### src/rtl/ncb_pkg.sv
// Shared types of the NAND cycle bridge.
// Assumes: nothing beyond IEEE 1800-2017.
package ncb_pkg;

    // Kind of NAND bus cycle picked by the region offset
    typedef enum logic [1:0] {
        PH_DATA = 2'd0,
        PH_ADDR = 2'd1,
        PH_CMD  = 2'd2,
        PH_NONE = 2'd3
    } nand_phase_t;

    // Steps of one strobed bus cycle
    typedef enum logic [1:0] {
        CYC_IDLE   = 2'd0,
        CYC_SETUP  = 2'd1,
        CYC_ACTIVE = 2'd2,
        CYC_HOLD   = 2'd3
    } cyc_state_t;

endpackage

### src/rtl/ncb_addr_decode.sv
// Address decoder: finds the chip-select region and the NAND phase of a
// host address.
// Assumes: regions are 2**WIN_LSB bytes each and NCS is a power of two.
// The window base is aligned to NCS regions.
module ncb_addr_decode
    import ncb_pkg::*;
#(
    parameter int AW       = 32,
    parameter int WIN_LSB  = 26,
    parameter int NCS      = 4,
    parameter int CSW      = 2,
    parameter logic [AW-1:0] BASE = 32'h7000_0000,
    parameter int ALE_BIT  = 13,
    parameter int CLE_BIT  = 14
) (
    input  logic [AW-1:0]  addr,
    output logic           hit,
    output logic [CSW-1:0] cs,
    output nand_phase_t    phase
);
    localparam int TOP_LSB = WIN_LSB + CSW;
    localparam logic [WIN_LSB-1:0] SEL_M =
        (WIN_LSB'(1) << ALE_BIT) | (WIN_LSB'(1) << CLE_BIT);

    logic [WIN_LSB-1:0] off;

    // Compare the window bits, pick the region, then classify the offset
    always_comb begin
        hit = (addr[AW-1:TOP_LSB] == BASE[AW-1:TOP_LSB]);
        cs  = addr[TOP_LSB-1:WIN_LSB];
        off = addr[WIN_LSB-1:0];
        if ((off & ~SEL_M) != '0) begin
            phase = PH_NONE;
        end else begin
            case ({off[CLE_BIT], off[ALE_BIT]})
                2'b00:   phase = PH_DATA;
                2'b01:   phase = PH_ADDR;
                2'b10:   phase = PH_CMD;
                default: phase = PH_NONE;
            endcase
        end
    end

endmodule

### src/rtl/ncb_cycle_fsm.sv
// Cycle engine: makes one setup / strobe / hold NAND cycle for each start pulse.
// It captures read data on the last strobe clock and pulses rd_done one clock later.
// Assumes: start only while busy is low; T_SETUP, T_ACTIVE, T_HOLD >= 1.
module ncb_cycle_fsm
    import ncb_pkg::*;
#(
    parameter int NCS      = 4,
    parameter int CSW      = 2,
    parameter int DW       = 16,
    parameter int T_SETUP  = 2,
    parameter int T_ACTIVE = 3,
    parameter int T_HOLD   = 2
) (
    input  logic           clk,
    input  logic           rst_n,
    input  logic           start,
    input  logic           start_wr,
    input  logic [CSW-1:0] start_cs,
    input  nand_phase_t    start_phase,
    input  logic [DW-1:0]  start_data,
    input  logic [DW-1:0]  dq_in,
    output logic           busy,
    output logic [NCS-1:0] ce_n,
    output logic           cle,
    output logic           ale,
    output logic           we_n,
    output logic           re_n,
    output logic [DW-1:0]  dq_out,
    output logic           dq_oe,
    output logic [DW-1:0]  rd_data,
    output logic           rd_done
);
    localparam int T_MAX = (T_SETUP > T_ACTIVE) ?
                           ((T_SETUP > T_HOLD) ? T_SETUP : T_HOLD) :
                           ((T_ACTIVE > T_HOLD) ? T_ACTIVE : T_HOLD);
    localparam int CW = $clog2(T_MAX + 1);

    cyc_state_t     state;
    logic [CW-1:0]  cnt;
    logic           wr_q;
    logic [CSW-1:0] cs_q;
    nand_phase_t    ph_q;
    logic [DW-1:0]  data_q;

    // Step through setup, strobe and hold, each counted down from its parameter
    always_ff @(posedge clk) begin
        if (!rst_n) begin
            state   <= CYC_IDLE;
            cnt     <= '0;
            wr_q    <= 1'b0;
            cs_q    <= '0;
            ph_q    <= PH_DATA;
            data_q  <= '0;
            rd_data <= '0;
            rd_done <= 1'b0;
        end else begin
            rd_done <= 1'b0;
            case (state)
                CYC_IDLE: if (start) begin
                    wr_q   <= start_wr;
                    cs_q   <= start_cs;
                    ph_q   <= start_phase;
                    data_q <= start_data;
                    cnt    <= CW'(T_SETUP - 1);
                    state  <= CYC_SETUP;
                end
                CYC_SETUP: if (cnt == '0) begin
                    cnt   <= CW'(T_ACTIVE - 1);
                    state <= CYC_ACTIVE;
                end else begin
                    cnt <= cnt - 1'b1;
                end
                CYC_ACTIVE: if (cnt == '0) begin
                    if (!wr_q) begin
                        rd_data <= dq_in;
                        rd_done <= 1'b1;
                    end
                    cnt   <= CW'(T_HOLD - 1);
                    state <= CYC_HOLD;
                end else begin
                    cnt <= cnt - 1'b1;
                end
                default: if (cnt == '0) begin
                    state <= CYC_IDLE;
                end else begin
                    cnt <= cnt - 1'b1;
                end
            endcase
        end
    end

    // Decode the NAND pins from the registered step; idle releases every pin
    always_comb begin
        busy   = (state != CYC_IDLE);
        ce_n   = '1;
        if (busy) ce_n[cs_q] = 1'b0;
        cle    = busy && (ph_q == PH_CMD);
        ale    = busy && (ph_q == PH_ADDR);
        we_n   = !((state == CYC_ACTIVE) && wr_q);
        re_n   = !((state == CYC_ACTIVE) && !wr_q);
        dq_oe  = busy && wr_q;
        dq_out = data_q;
    end

    AST_SETUP_STABLE: assert property (@(posedge clk) disable iff (!rst_n)
        ($fell(we_n) || $fell(re_n)) |-> ($stable(ce_n) && $stable(cle) && $stable(ale)));
    AST_CE_GAP: assert property (@(posedge clk) disable iff (!rst_n)
        (state == CYC_HOLD && cnt == '0) |=> (&ce_n));
    AST_STROBE_EXCL: assert property (@(posedge clk) disable iff (!rst_n)
        !(!we_n && !re_n));
    AST_RD_PULSE: assert property (@(posedge clk) disable iff (!rst_n)
        rd_done |=> !rd_done);

endmodule

### src/rtl/nand_cycle_bridge.sv
// Top of the NAND cycle bridge. It takes one host access at a time and
// decodes its region and phase. It gates busy-time commands, then runs
// one NAND cycle or completes the access silently.
// Assumes: the host holds req and its fields stable until accepted
// (req && ready at a clock edge).
module nand_cycle_bridge
    import ncb_pkg::*;
#(
    parameter int AW         = 32,
    parameter int DW         = 16,
    parameter int NCS        = 4,
    parameter int WIN_LSB    = 26,
    parameter logic [AW-1:0] BASE = 32'h7000_0000,
    parameter int ALE_BIT    = 13,
    parameter int CLE_BIT    = 14,
    parameter int T_SETUP    = 2,
    parameter int T_ACTIVE   = 3,
    parameter int T_HOLD     = 2,
    parameter logic [7:0] CMD_RESET  = 8'hFF,
    parameter logic [7:0] CMD_STATUS = 8'h70
) (
    input  logic           clk,
    input  logic           rst_n,
    input  logic           host_req,
    input  logic           host_wr,
    input  logic [AW-1:0]  host_addr,
    input  logic [DW-1:0]  host_wdata,
    output logic           host_ready,
    output logic           host_rvalid,
    output logic [DW-1:0]  host_rdata,
    output logic [NCS-1:0] nand_ce_n,
    output logic           nand_cle,
    output logic           nand_ale,
    output logic           nand_we_n,
    output logic           nand_re_n,
    output logic [DW-1:0]  nand_dq_out,
    output logic           nand_dq_oe,
    input  logic [DW-1:0]  nand_dq_in,
    input  logic           nand_rb_n
);
    localparam int CSW = $clog2(NCS);

    logic           hit;
    logic [CSW-1:0] cs;
    nand_phase_t    phase;
    logic           exempt;
    logic           blocked;
    logic           mapped_ok;
    logic           accept;
    logic [DW-1:0]  fmt_data;
    logic           fsm_busy;
    logic [DW-1:0]  fsm_rd_data;
    logic           fsm_rd_done;
    logic           quiet_rv;

    ncb_addr_decode #(
        .AW(AW), .WIN_LSB(WIN_LSB), .NCS(NCS), .CSW(CSW),
        .BASE(BASE), .ALE_BIT(ALE_BIT), .CLE_BIT(CLE_BIT)
    ) u_dec (
        .addr(host_addr), .hit(hit), .cs(cs), .phase(phase)
    );

    // Busy gate, accept condition and bus formatting of the write byte/word
    always_comb begin
        exempt     = (host_wdata[7:0] == CMD_RESET) || (host_wdata[7:0] == CMD_STATUS);
        blocked    = host_req && host_wr && hit && (phase == PH_CMD) && !nand_rb_n && !exempt;
        host_ready = !fsm_busy && !blocked;
        accept     = host_req && host_ready;
        mapped_ok  = hit && (phase != PH_NONE) && (host_wr || (phase == PH_DATA));
        fmt_data   = (phase == PH_DATA) ? host_wdata : {{(DW-8){1'b0}}, host_wdata[7:0]};
    end

    ncb_cycle_fsm #(
        .NCS(NCS), .CSW(CSW), .DW(DW),
        .T_SETUP(T_SETUP), .T_ACTIVE(T_ACTIVE), .T_HOLD(T_HOLD)
    ) u_fsm (
        .clk(clk), .rst_n(rst_n),
        .start(accept && mapped_ok), .start_wr(host_wr), .start_cs(cs),
        .start_phase(phase), .start_data(fmt_data), .dq_in(nand_dq_in),
        .busy(fsm_busy), .ce_n(nand_ce_n), .cle(nand_cle), .ale(nand_ale),
        .we_n(nand_we_n), .re_n(nand_re_n), .dq_out(nand_dq_out),
        .dq_oe(nand_dq_oe), .rd_data(fsm_rd_data), .rd_done(fsm_rd_done)
    );

    // Completion pulse for a read that decodes to no NAND cycle
    always_ff @(posedge clk) begin
        if (!rst_n) quiet_rv <= 1'b0;
        else        quiet_rv <= accept && !mapped_ok && !host_wr;
    end

    // Merge the two read completion sources; silent reads return zero
    always_comb begin
        host_rvalid = fsm_rd_done || quiet_rv;
        host_rdata  = fsm_rd_done ? fsm_rd_data : '0;
    end

    AST_ONE_CE: assert property (@(posedge clk) disable iff (!rst_n)
        $countones(~nand_ce_n) <= 1);
    AST_BUSY_GATE: assert property (@(posedge clk) disable iff (!rst_n)
        (accept && host_wr && hit && phase == PH_CMD && !nand_rb_n)
        |-> (host_wdata[7:0] == CMD_RESET || host_wdata[7:0] == CMD_STATUS));
    AST_QUIET: assert property (@(posedge clk) disable iff (!rst_n)
        (accept && !mapped_ok) |=> ((&nand_ce_n) && nand_we_n && nand_re_n));

endmodule

### config.mk
export PLATFORM = sky130hd
export DESIGN_NAME = nand_cycle_bridge
export DESIGN_NICKNAME = d
export VERILOG_FILES = /design/src/rtl/ncb_pkg.sv /design/src/rtl/ncb_addr_decode.sv /design/src/rtl/ncb_cycle_fsm.sv /design/src/rtl/nand_cycle_bridge.sv
export SDC_FILE = /design/constraint.sdc
export NUM_CORES = 1
export LEC_CHECK = 0
export ABC_CLOCK_PERIOD_IN_PS = 2100
export BUFFER_PORTS_ARGS = -buffer_cell sky130_fd_sc_hd__buf_2
export CAP_MARGIN = 10
export CORE_ASPECT_RATIO = 2
export CORE_UTILIZATION = 41
export CTS_BUF_LIST = sky130_fd_sc_hd__clkbuf_4 sky130_fd_sc_hd__clkbuf_8
export DETAILED_ROUTE_END_ITERATION = 8
export PLACE_DENSITY = 0.77
export SYNTH_ARGS = -nofsm -noshare
export SYNTH_HDL_FRONTEND = slang
export SYNTH_SLANG_ARGS = --single-unit
export TNS_END_PERCENT = 1
### constraint.sdc
create_clock -name clk -period 2.1 [get_ports clk]
set_input_delay 0.42 -clock clk [delete_from_list [all_inputs] [get_ports clk]]
set_output_delay 0.42 -clock clk [all_outputs]
set_load 0.005 [all_outputs]
# Word-level counts from Yosys, hierarchy flattened
# Cells that the tools add are included.
[classes] addsub=1 order_cmp=2 n_eq_ne=15 n_mux=17 bitwise_logic=2 n_reduce_logical=42
[ops] op="2-to-1 mux 16 bit" count=2
[ops] op="nonzero test 26 bit" count=1
[ops] op="logical AND 1 bit" count=18
[ops] op="case mux 2 bit (3 select lines)" count=3
[ops] op="2-to-1 mux 2 bit" count=8
[ops] op="zero test 1 bit" count=9
[ops] op="equality test 2 bit, second input constant" count=4
[ops] op="equality test 8 x 7 -> 1 bit, second input constant" count=1
[ops] op="equality test 8 bit, second input constant" count=1
[ops] op="zero test 2 bit" count=4
[ops] op="equality test 2 x 1 -> 1 bit, second input constant" count=3
[ops] op="!= test 2 x 1 -> 1 bit, second input constant" count=3
[ops] op="AND reduction 3 bit" count=2
[ops] op="equality test 4 x 3 -> 1 bit, second input constant" count=1
[ops] op="2-to-1 mux 4 bit" count=1
[ops] op="!= test 4 bit, second input constant" count=1
[ops] op="NOT 4 bit" count=1
[ops] op="AND reduction 2 bit" count=2
[ops] op="AND reduction 4 bit" count=1
[ops] op="nonzero test 2 bit" count=2
[ops] op="logical OR 1 bit" count=3
[ops] op="< comparator 2 x 3 -> 1 bit, second input constant" count=1
[ops] op="demux 1 bit (select 2 bit)" count=1
[ops] op=">= comparator 2 x 1 -> 1 bit, second input constant" count=1
[ops] op="other kinds (4)" count=5
[totals] register_bits=43 in_bits=69 output_inout_bits=43 wordCells=88

# Logic depth before layout (Yosys ltp)
# Gate-level depths: netlist of run 1.
[depth] word_depth=13 mapped_depth=8 depth_no_buf=8

# Cells and area by module
# Synthesis of run 1 repeated with hierarchy kept, for this count alone.
[unflattened] cells_unflattened=272 area_unflattened_um2=2092.0
[by_module_without_submodules] mod="ncb_cycle_fsm" n_inst=1 cells_each=216 area_per_inst_um2=1717.9 seq_area_each_um2=840.8
[by_module_without_submodules] mod="nand_cycle_bridge" n_inst=1 cells_each=42 area_per_inst_um2=279.0 seq_area_each_um2=20.0
[by_module_without_submodules] mod="ncb_addr_decode" n_inst=1 cells_each=14 area_per_inst_um2=95.1 seq_area_each_um2=0.0

# Worst setup path after synthesis of run 1
# Ideal clock, no wire load.
[synth_timing] path_type="input port to flip-flop" startpoint="input port host_wdata[2]" endpoint="register u_fsm.data_q[14], in the netlist u_fsm.dq_out[14]" setup_time_ns=0.131 arrival_time_ns=1.975 required_time_ns=1.969 path_slack_ns=-0.006 stages=8 n_path_buf=2 path_cell_list="or4_1 > mux2i_1 > nand3_2 > a211o_1 > buf_2 > buf_2 > nand2_1 > a21oi_2"
[synth_between] elab_chain_len=9 elab_cells_between_ends=10 classes_between="eq/ne (2); reduce/logical (8)"
[synth_lines] item="from (decl)" line="nand_cycle_bridge.sv:27" source="input logic [DW-1:0] host_wdata,"
[synth_lines] item="equality test 8 bit or equality test 8 x 7 -> 1 bit (tied branches)" line="nand_cycle_bridge.sv:65" source="exempt = (host_wdata[7:0] == CMD_RESET) || (host_wdata[7:0] == CMD_STATUS);"
[synth_lines] item="logical OR 1 bit (*)" line="nand_cycle_bridge.sv:65"
[synth_lines] item="zero test 1 bit (*)" line="nand_cycle_bridge.sv:66" source="blocked = host_req && host_wr && hit && (phase == PH_CMD) && !nand_rb_n && !exempt;"
[synth_lines] item="logical AND 1 bit (*)" line="nand_cycle_bridge.sv:66"
[synth_lines] item="zero test 1 bit (*)" line="nand_cycle_bridge.sv:67" source="host_ready = !fsm_busy && !blocked;"
[synth_lines] item="logical AND 1 bit (*)" line="nand_cycle_bridge.sv:67"
[synth_lines] item="logical AND 1 bit (*)" line="nand_cycle_bridge.sv:68" source="accept = host_req && host_ready;"
[synth_lines] item="logical AND 1 bit (*)" line="nand_cycle_bridge.sv:78" source=".start(accept && mapped_ok), .start_wr(host_wr), .start_cs(cs),"
[synth_lines] item="AND reduction 2 bit (no source line) (*)"
[synth_lines] item="to (signal assigned)" line="ncb_cycle_fsm.sv:63" source="data_q <= start_data;"
[synth_lines] item="to (decl)" line="ncb_cycle_fsm.sv:43" source="logic [DW-1:0] data_q;"
# Mark *: on every way between the ends. The rest lies on a longest branch, timed or not.
# A chain may end at the register's enable or synchronous reset.

# Worst setup path in the final report of run 1
[layout_timing] startpoint="input port host_wdata[2]" endpoint="output port host_ready"
[layout_between] elab_chain_len=6 elab_cells_between_ends=7 classes_between="eq/ne (2); reduce/logical (5)"
[layout_lines] item="equality test 8 bit or equality test 8 x 7 -> 1 bit (tied branches)" line="nand_cycle_bridge.sv:65"
[layout_lines] item="logical OR 1 bit (*)" line="nand_cycle_bridge.sv:65"
[layout_lines] item="zero test 1 bit (*)" line="nand_cycle_bridge.sv:66"
[layout_lines] item="logical AND 1 bit (*)" line="nand_cycle_bridge.sv:66"
[layout_lines] item="zero test 1 bit (*)" line="nand_cycle_bridge.sv:67"
[layout_lines] item="logical AND 1 bit (*)" line="nand_cycle_bridge.sv:67"
[layout_lines] item="to (decl)" line="nand_cycle_bridge.sv:28" source="output logic host_ready,"
# Marks and branches as above.

==> impl_metrics.py, run 1 <==
metrics = {
    "power_and_ir_drop": {
        "intPower_mw": 1.24,
        "ir_drop_mv": 0.382,
        "power_mw": 1.59,
        "clock_power_share_pct": 40.6,
        "p_seq_share_pct": 51.4,
        "p_leak_nw": 1.28,
        "p_sw_mw": 0.350,
        "pwr-share-comb_pct": 8.0,
        "p_sw_share_pct": 22.1,
        "power.density_mw_per_mm2": 537,
    },
    "placed_design": {
        "place.detailed.hpwl_um": 4250,
        "placed_area_sq_mm": 0.00276,
        "io_buffer_count": 111,
        "gp_congestion": 0.819,
    },
    "cells_and_area": {
        "syn2layout_area_growth_pct": 40.7,
        "fillers": 462,
        "layout.nets": 465,
        "multi_input_area_sq_mm": 0.00122,
        "diodes": 0,
        "drive_gt1_share_pct": 38.2,
        "stdcell_area_sq_mm": 0.00295,
        "regArea_sq_um": 861,
    },
    "global_routing": {
        "grt_usage_pct": 20.5,
        "grtUsageMet2_pct": 37.8,
        "grt_max_degree": 23,
        "grt.busiest_layer": "met2",
        "antenna_found_initial": 0,
        "grt_pass1_vias": 2062,
        "grt_pass1_wl_um": 8440,
        "met3_usage_pct": 2.78,
        "grtUsageMet1_pct": 21.3,
        "grt_overflow_total": 0,
    },
    "clocking": {
        "h-tree-depth": 2,
        "clock_latency_ps": 290,
        "cts-root-buf": "clkbuf_8",
        "clk_pin_slew_ps": 80,
        "cts_buffers": 5,
        "cts_tree": "done",
        "clock_sinks": 43,
        "cts_buffer_depth": 2,
    },
    "routing": {
        "ant_nets": 0,
        "wirelength_um": 5600,
        "drt-initial-drc-count": 43,
        "drc": 0,
        "viasPerCell": 5.15,
        "vias": 2303,
        "first_pass_iters": 4,
        "drt-wirelength-per-cell_um": 12.5,
    },
    "worst_setup_path": {
        "cp-start-kind": "input pin",
        "path_class": "input pin to output pin",
        "worstPathArrival_ps": 1610,
        "critPathRequiredTime_ps": 1680,
        "end_kind": "output pin",
        "critPathMaxFanout": 2,
    },
    "timing": {
        "fmax_ghz": 0.492,
        "setup_violations": 0,
        "finClkSkew_ps": 4.39,
        "hold_violations": 0,
        "worst_pin_slew_ps": 613,
        "slew_headroom_pct": 59.1,
        "maxSlewViolCount": 0,
        "fin_crit_sh_pct": 96.8,
        "rsz0062_at_grt": "yes",
        "period_minus_slack_ps": 2030,
    },
    "status": {
        "status": "finished clean",
    },
    "die": {
        "start_util_pct": 42.8,
        "io_pins": 112,
        "die_area_sq_mm": 0.00543,
        "die_h_um": 103,
        "rows": 36,
        "coreArea_sq_mm": 0.00491,
        "dieWidth_um": 52.6,
    },
    "yosys": {
        "ys_ff_latch": 43,
        "yosys.area.top_type": "dfxtp_1",
        "synth_top_area_share_pct": 41.0,
        "syn_avg_cell_area_sq_um": 7.72,
        "synth_area_leaders": "dfxtp_1, nand2_1, a21oi_1, and2_1, ha_1",
        "synth_area_sq_mm": 0.00210,
        "synth_cell_types": 38,
        "syn-num-nets": 348,
        "ys_warn_count": 0,
        "ys_seq_area_share_pct": 41.0,
        "postSynthCellCount": 272,
    },
    "run": {
        "drv_cap": 0,
    },
    "min_path": {
        "min_path_type": "input pin to register",
    },
}
==> repair_timing <==
action	in CTS	in global routing
setup buffers	1	0
hold buffers	0	0
cloned	0	0
setup endpoints to repair	4	19
resized for setup	5	9
pin swaps	1	2
==> layout make-up <==
class / instances / share of cell area [%]
multi-input combinational: 208 / 41.3
sequential: 43 / 29.1
timing repair buffer: 123 / 22.3
tap: 57 / 2.41
clock buffer: 5 / 2.33
clock inverter: 3 / 1.48
inverter: 8 / 1.02
==> state kept, by name, summed over array words and instances, names as in the netlist <==
| name | count |
|---|---|
| u_fsm.state | 2 |
| u_fsm.cs_q | 2 |
| u_fsm.rd_data | 16 |
| u_fsm.rd_done | 1 |
| quiet_rv | 1 |
| u_fsm.dq_out | 16 |
| u_fsm.wr_q | 1 |
| u_fsm.ph_q | 2 |
| u_fsm.cnt | 2 |
==> cells in the final DEF (no fill, tap or decap), drive strengths merged, types with 2 or more instances in the layout <==
master / instances
buf: 123
nand2: 74
dfxtp: 43
a21oi: 38
and2: 16
nor2: 16
nand3: 10
inv: 8
ha: 7
nor4: 7
a211oi: 6
clkbuf: 5
mux2i: 5
o21ai: 3
or2: 3
or3: 2
nand4: 2
nor3b: 2
nor2b: 2
a211o: 2
or4: 2
clkinv: 2
==> synth_stat cells <==
cell type  count
dfxtp_1       43
nand3_2        1
and2b_1        1
nand3_1        9
and2_1        16
a211o_1        2
nor4_1         7
a211oi_1       5
a31oi_1        1
nand4_1        2
buf_2          2
a21oi_1       37
nand3b_1       1
buf_6          2
a21oi_2        1
inv_1          8
a41oi_1        1
nand2b_1       1
or4_1          2
nor2_2         1
o21ai_0        3
or3_1          2
o22ai_1        1
a22oi_2        1
nand2_1       74
nor3b_1        2
and3_1         1
clkbuf_1       8
a221oi_2       1
a211oi_4       1
and4b_1        1
ha_1           7
a2111oi_0      1
nor2_1        15
nor2b_1        2
buf_1          1
or2_2          3
mux2i_1        5
==> layer usage <==
layer / vias to the layer above / part of all wire [%]
li1: 1152 / -
met1: 1049 / 37
met2: 88 / 56
met3: 14 / 5.3
met4: 0 / 2.7
met5: - / 0
==> cells by family (layout without fill, tap and decap cells) <==
logic type	Yosys count	in the layout	share of synthesized area [%]
muxes	5	5	2.38
and+or+nand+nor	141	141	31.6
AOI/OAI and AO/OA	55	55	16.3
adders and majority gates	7	7	4.17
DFF	43	43	41.0
buffers and inverters	21	139	4.59
==> power by group through the flow <==
stage,Sequential [mW],Combinational (mW),Clock [mW]
after floorplan,0.835,0.0296,0
after global placement,0.835,0.114,0
after detailed placement,0.835,0.115,0
after CTS,0.815,0.120,0.655
after global routing,0.816,0.137,0.685
final,0.815,0.127,0.643
==> through the flow <==
step,instances,setup slack [ps],hold slack (ps),utilization (%),TNS (ps)
floorplan,272,5.07,432,-,0
global placement,438,-173,435,56.1,-1890
finish,447,66.5,356,60.2,0
global route,447,-20.9,355,60.2,-20.9
detailed placement,438,-210,441,56.1,-2470
CTS,447,1.60,352,59.1,0
==> worst paths after layout <==
kind | from | end | slack [ps] | cells past startpoint
max | host_wdata[2] | host_ready | 70 | 6
min | host_wr | quiet_rv$_SDFF_PN0_ | 360 | 2
max reg2reg | u_fsm.state[0]$_SDFFE_PN0P_ | u_fsm.state[0]$_SDFFE_PN0P_ | 260 | 6
min reg2reg | u_fsm.dq_out[11]$_SDFFE_PN0P_ | u_fsm.dq_out[11]$_SDFFE_PN0P_ | 450 | 2
==> critical path, stage by stage <==
cell	delay [ps]
buf_2	100
or4_4	530
mux2i_2	190
a21oi_1	100
a41oi_2	130
buf_2	140
No activity file was read; power rests on OpenSTA's default activity.
==> run 2: changes to the inputs <==
Settings changed: CORE_UTILIZATION 41 to 40, CTS_BUF_LIST sky130_fd_sc_hd__clkbuf_4 sky130_fd_sc_hd__clkbuf_8 to sky130_fd_sc_hd__clkbuf_16, PLACE_DENSITY 0.77 to 0.75.
==> run 2 against run 1 <==
Against the previous run:
- the run now ends with design-rule violations left
- sequential power hardly changed
- critical endpoint unchanged
- register-to-register slack better by 100 ps
- core utilization is 1.8 points lower
- clock skew hardly changed
- first-iteration DRC count is 40% lower
- non-clock buffer count is 2 lower
- sequential cell count stayed put
- via count is 2.0% lower
==> impl_metrics.py, run 2 (synthesized netlist as in run 1, its figures left out) <==
metrics = {
    "routing": {
        "first_pass_iters": 6,
        "drc": 1,
        "drt-initial-drc-count": 26,
        "drt-wirelength-per-cell_um": 12.3,
        "vias": 2257,
        "wirelength_um": 5510,
        "viasPerCell": 5.06,
        "ant_nets": 0,
    },
    "placed_design": {
        "place.detailed.hpwl_um": 4250,
        "placed_area_sq_mm": 0.00276,
        "gp_congestion": 0.816,
        "io_buffer_count": 111,
    },
    "timing": {
        "maxSlewViolCount": 0,
        "fin_setup_tns_ps": 0,
        "finClkSkew_ps": 4.24,
        "hold_violations": 0,
        "period_minus_slack_ps": 2030,
        "slew_headroom_pct": 59.3,
        "setup_violations": 0,
        "fin_crit_sh_pct": 96.7,
        "worst_pin_slew_ps": 610,
        "fmax_ghz": 0.492,
    },
    "power_and_ir_drop": {
        "ir_drop_mv": 0.488,
        "p_leak_nw": 1.28,
        "power.density_mw_per_mm2": 575,
    },
    "worst_setup_path": {
        "cp-start-kind": "input pin",
        "critPathRequiredTime_ps": 1680,
        "crit_top_cell": "buf_2",
        "max_stage_delay_ps": 540,
        "worstPathArrival_ps": 1610,
        "slowest_stage": "or4_4",
        "worstPathCellList": "buf_2, or4_4, mux2i_4, a21oi_1, a41oi_1, buf_2",
        "path_class": "input pin to output pin",
        "critPathMaxFanout": 2,
        "end_kind": "output pin",
    },
    "clocking": {
        "cts_buffer_depth": 2,
        "clock_sinks": 43,
        "cts_setup_buffers": 0,
        "cts_tree": "done",
        "clk_pin_slew_ps": 60,
        "cts-root-buf": "clkbuf_16",
        "h-tree-depth": 2,
        "cts_buffers": 5,
        "clock_latency_ps": 280,
    },
    "cells_and_area": {
        "post-route-util_pct": 58.4,
        "stdcell_area_sq_mm": 0.00297,
        "diodes": 0,
        "final_cell_mix": "buf_2, nand2_1, dfxtp_1",
        "final_common_cell": "buf_2",
        "layout.nets": 463,
        "syn2layout_area_growth_pct": 41.5,
        "drive_gt1_share_pct": 37.4,
    },
    "global_routing": {
        "grt_overflow_total": 0,
        "antenna_found_initial": 0,
        "grt_pass1_vias": 2189,
        "grt_pass1_wl_um": 8900,
        "grt_usage_pct": 21.0,
        "grt_max_degree": 42,
    },
    "status": {
        "status": "finished with violations",
        "violations": "design-rule violations",
    },
    "die": {
        "rows": 37,
        "io_pins": 112,
        "start_util_pct": 41.2,
        "die_h_um": 104,
        "coreArea_sq_mm": 0.00509,
        "die_area_sq_mm": 0.00556,
        "dieWidth_um": 53.2,
    },
    "min_path": {
        "min_path_type": "input pin to register",
    },
    "run": {
        "drv_cap": 0,
    },
}
run 2: repair_timing:
item / 4_1_cts / 5_1_grt
pin swaps: 0 / 3
setup endpoints to repair: 3 / 17
gates cloned: 0 / 0
gates resized for setup: 5 / 6
hold buffers: 0 / 0
run 2: stage by stage:
step	setup slack [ps]	std cells	power, mW	hold WS (ps)
final	68.6	446	1.71	373
after global routing	-45.8	446	1.78	372
after CTS	4.00	446	1.72	370
after detailed placement	-238	438	0.950	440
after global placement	-176	438	0.948	436
after floorplan	5.07	272	0.864	432
run 2: final cells by class:
cell class,count,area (sq um)
clock buffers,5,125
multi-input cells,208,1200
fillers,489,2120
flip-flops and latches,43,861
repair buffers,121,656
well taps,58,72.6
inverters,8,30.0
clock inverters,3,23.8
run 2: final timing paths:
| kind | slack, ps | to | cells after the start | from |
|---|---|---|---|---|
| setup / recovery | 70 | host_ready | 6 | host_wdata[2] |
| hold / removal | 370 | u_fsm.rd_data[10]$_SDFFE_PN0P_ | 3 | nand_dq_in[10] |
| setup reg to reg | 360 | u_fsm.state[0]$_SDFFE_PN0P_ | 6 | u_fsm.state[0]$_SDFFE_PN0P_ |
| hold reg to reg | 450 | u_fsm.dq_out[6]$_SDFFE_PN0P_ | 2 | u_fsm.dq_out[6]$_SDFFE_PN0P_ |
run 2: where the power goes:
part / total (mW) / switching, mW / internal, mW
registers: 0.816 / 0.000156 / 0.816
logic: 0.123 / 0.0584 / 0.0647
clock network: 0.769 / 0.325 / 0.444
total: 1.71 / 0.383 / 1.32
run 2: critical path: cells and delay by family:
| kind | cells | cell delay, ps |
|---|---|---|
| buffers and inverters | 2 | 240 |
| muxes | 1 | 170 |
| AOI/OAI and AO/OA | 2 | 230 |
| and+or+nand+nor | 1 | 540 |
run 2: routing by layer:
metal  vias to the layer above  track usage (%)  routed length, um
met1                      1010             20.1               1970
li1                       1155                -                  -
met4                         0             9.96                155
met3                        12             2.92                266
met5                         -                0                  0
met2                        80             40.0               3110
==> run 3: changes to the inputs <==
Settings changed: CELL_PAD_IN_SITES_DETAIL_PLACEMENT from default to 1, CELL_PAD_IN_SITES_GLOBAL_PLACEMENT from default to 2, CORE_UTILIZATION 40 to 21, PLACE_DENSITY 0.75 to default, PLACE_DENSITY_LB_ADDON from default to 0.1.
==> run 3 against run 2 <==
Against the previous run:
- the flow now finishes without violations
- maximum frequency shrank 0.58%
- core utilization shrank 26 points
- highest routed layer unchanged
- clock power shrank 4.3%
- cell count is 18% higher
- clock skew about the same
- sequential share of layout area decreased by 1.3 points
- power shrank 1.6%
- routed wire length grew 37%
==> impl_metrics.py, run 3 (synthesized netlist as in run 1, its figures left out) <==
metrics = {
    "status": {
        "status": "finished clean",
    },
    "timing": {
        "finClkSkew_ps": 4.51,
        "period_minus_slack_ps": 2040,
        "worst_pin_slew_ps": 482,
        "hold_violations": 0,
        "slew_headroom_pct": 67.8,
        "setup_violations": 0,
        "fin_setup_tns_ps": 0,
        "whs_ps": 370,
        "fin_crit_sh_pct": 97.3,
        "fmax_ghz": 0.489,
        "rsz0062_at_grt": "yes",
        "maxSlewViolCount": 0,
    },
    "routing": {
        "viasPerCell": 4.43,
        "drc": 0,
        "ant_nets": 0,
        "vias": 2337,
        "drt-initial-drc-count": 78,
        "first_pass_iters": 4,
        "drt-wirelength-per-cell_um": 14.3,
        "wirelength_um": 7550,
    },
    "global_routing": {
        "met3_usage_pct": 2.31,
        "grtUsageMet1_pct": 13.5,
        "grtUsageMet2_pct": 32.0,
        "grt_max_degree": 23,
        "grt_usage_pct": 15.3,
        "grt.busiest_layer": "met2",
        "grt_pass1_vias": 2494,
        "grt_overflow_total": 0,
        "grt_pass1_wl_um": 11900,
        "antenna_found_initial": 0,
    },
    "clocking": {
        "cts_buffer_depth": 2,
        "cts_tree": "done",
        "cts-root-buf": "clkbuf_16",
        "clock_sinks": 43,
        "clock_latency_ps": 280,
        "cts_hold_buf": 0,
        "cts_buffers": 5,
        "clk_pin_slew_ps": 60,
        "h-tree-depth": 2,
    },
    "placed_design": {
        "io_buffer_count": 111,
        "placed_area_sq_mm": 0.00288,
        "place.detailed.hpwl_um": 6040,
        "gp_congestion": 0.713,
    },
    "cells_and_area": {
        "layout.nets": 471,
        "fillers": 1254,
        "drive_gt1_share_pct": 38.7,
        "final_common_cell": "buf_2",
        "stdcell_area_sq_mm": 0.00311,
        "syn2layout_area_growth_pct": 48.3,
        "multi_input_area_sq_mm": 0.00121,
        "regArea_sq_um": 862,
        "diodes": 0,
        "final_cell_mix": "buf_2, nand2_1, dfxtp_1",
    },
    "worst_setup_path": {
        "path_class": "input pin to output pin",
        "end_kind": "output pin",
        "critPathRequiredTime_ps": 1680,
        "rrSetupSlack_ps": 260,
        "cp-start-kind": "input pin",
        "critPathMaxFanout": 2,
        "worstPathArrival_ps": 1620,
    },
    "die": {
        "die_area_sq_mm": 0.0104,
        "die_h_um": 143,
        "start_util_pct": 21.6,
        "rows": 51,
        "coreArea_sq_mm": 0.00970,
        "dieWidth_um": 72.7,
        "io_pins": 112,
    },
    "power_and_ir_drop": {
        "power.density_mw_per_mm2": 540,
        "ir_drop_mv": 0.271,
        "p_leak_nw": 1.31,
        "power_mw": 1.68,
    },
    "run": {
        "drv_cap": 0,
    },
    "min_path": {
        "min_path_type": "input pin to register",
    },
}
[run 3: changes by cell type in the layout (fill, tap and decap cells not counted), sizes merged]
cell,delta
buf,+8
clkinv,+2
inv,-2
clkinvlp,-1
[run 3: layout make-up]
cell class	instances	area share, %
flip-flops and latches	43	27.7
repair buffers	129	22.6
clock inverters	2	0.281
clock buffers	5	4.02
multi-input cells	208	39.0
inverters	8	1.09
well taps	132	5.31
[run 3: metal layers]
| metal | up-vias | share of wire (%) | routed length (um) |
|---|---|---|---|
| met5 | - | 0 | 0 |
| met3 | 9 | 4.7 | 356 |
| met4 | 0 | 2.0 | 153 |
| met2 | 75 | 60 | 4510 |
| li1 | 1163 | - | - |
| met1 | 1090 | 33 | 2530 |
[run 3: worst max-delay path, stage by stage]
cell     delay [ps]
buf_2           100
or4_4           540
mux2i_4         160
a21oi_1          80
a41oi_1         160
buf_2           150
[run 3: timing repair]
item                                    4_1_cts  5_1_grt
endpoints found under the setup margin        4        9
pin swaps                                     3        4
buffers inserted                              1        2
resized for setup                             8        6
[run 3: per-stage QoR]
step	utilization, %	std cells	setup WS [ps]
2_1_floorplan	-	272	5.07
3_3_place_gp	29.7	517	-219
3_5_place_dp	29.7	517	-292
4_1_cts	31.5	525	4.19
5_1_grt	32.1	527	-34.3
6_report	32.1	527	56.8
[run 3: path summary, 6_finish.rpt]
check / from / endpoint / depth (start not counted)
worst max-delay path: host_wdata[2] / host_ready / 6
worst min-delay path: nand_dq_in[6] / u_fsm.rd_data[6]$_SDFFE_PN0P_ / 3
worst max register to register: u_fsm.state[1]$_SDFFE_PN0P_ / u_fsm.dq_out[14]$_SDFFE_PN0P_ / 8
worst min register to register: u_fsm.dq_out[10]$_SDFFE_PN0P_ / u_fsm.dq_out[10]$_SDFFE_PN0P_ / 2
[run 3: power breakdown]
part	total (mW)	internal [mW]	switching [mW]
Clock	0.736	0.428	0.308
Combinational	0.128	0.0658	0.0622
Sequential	0.816	0.816	0.000112
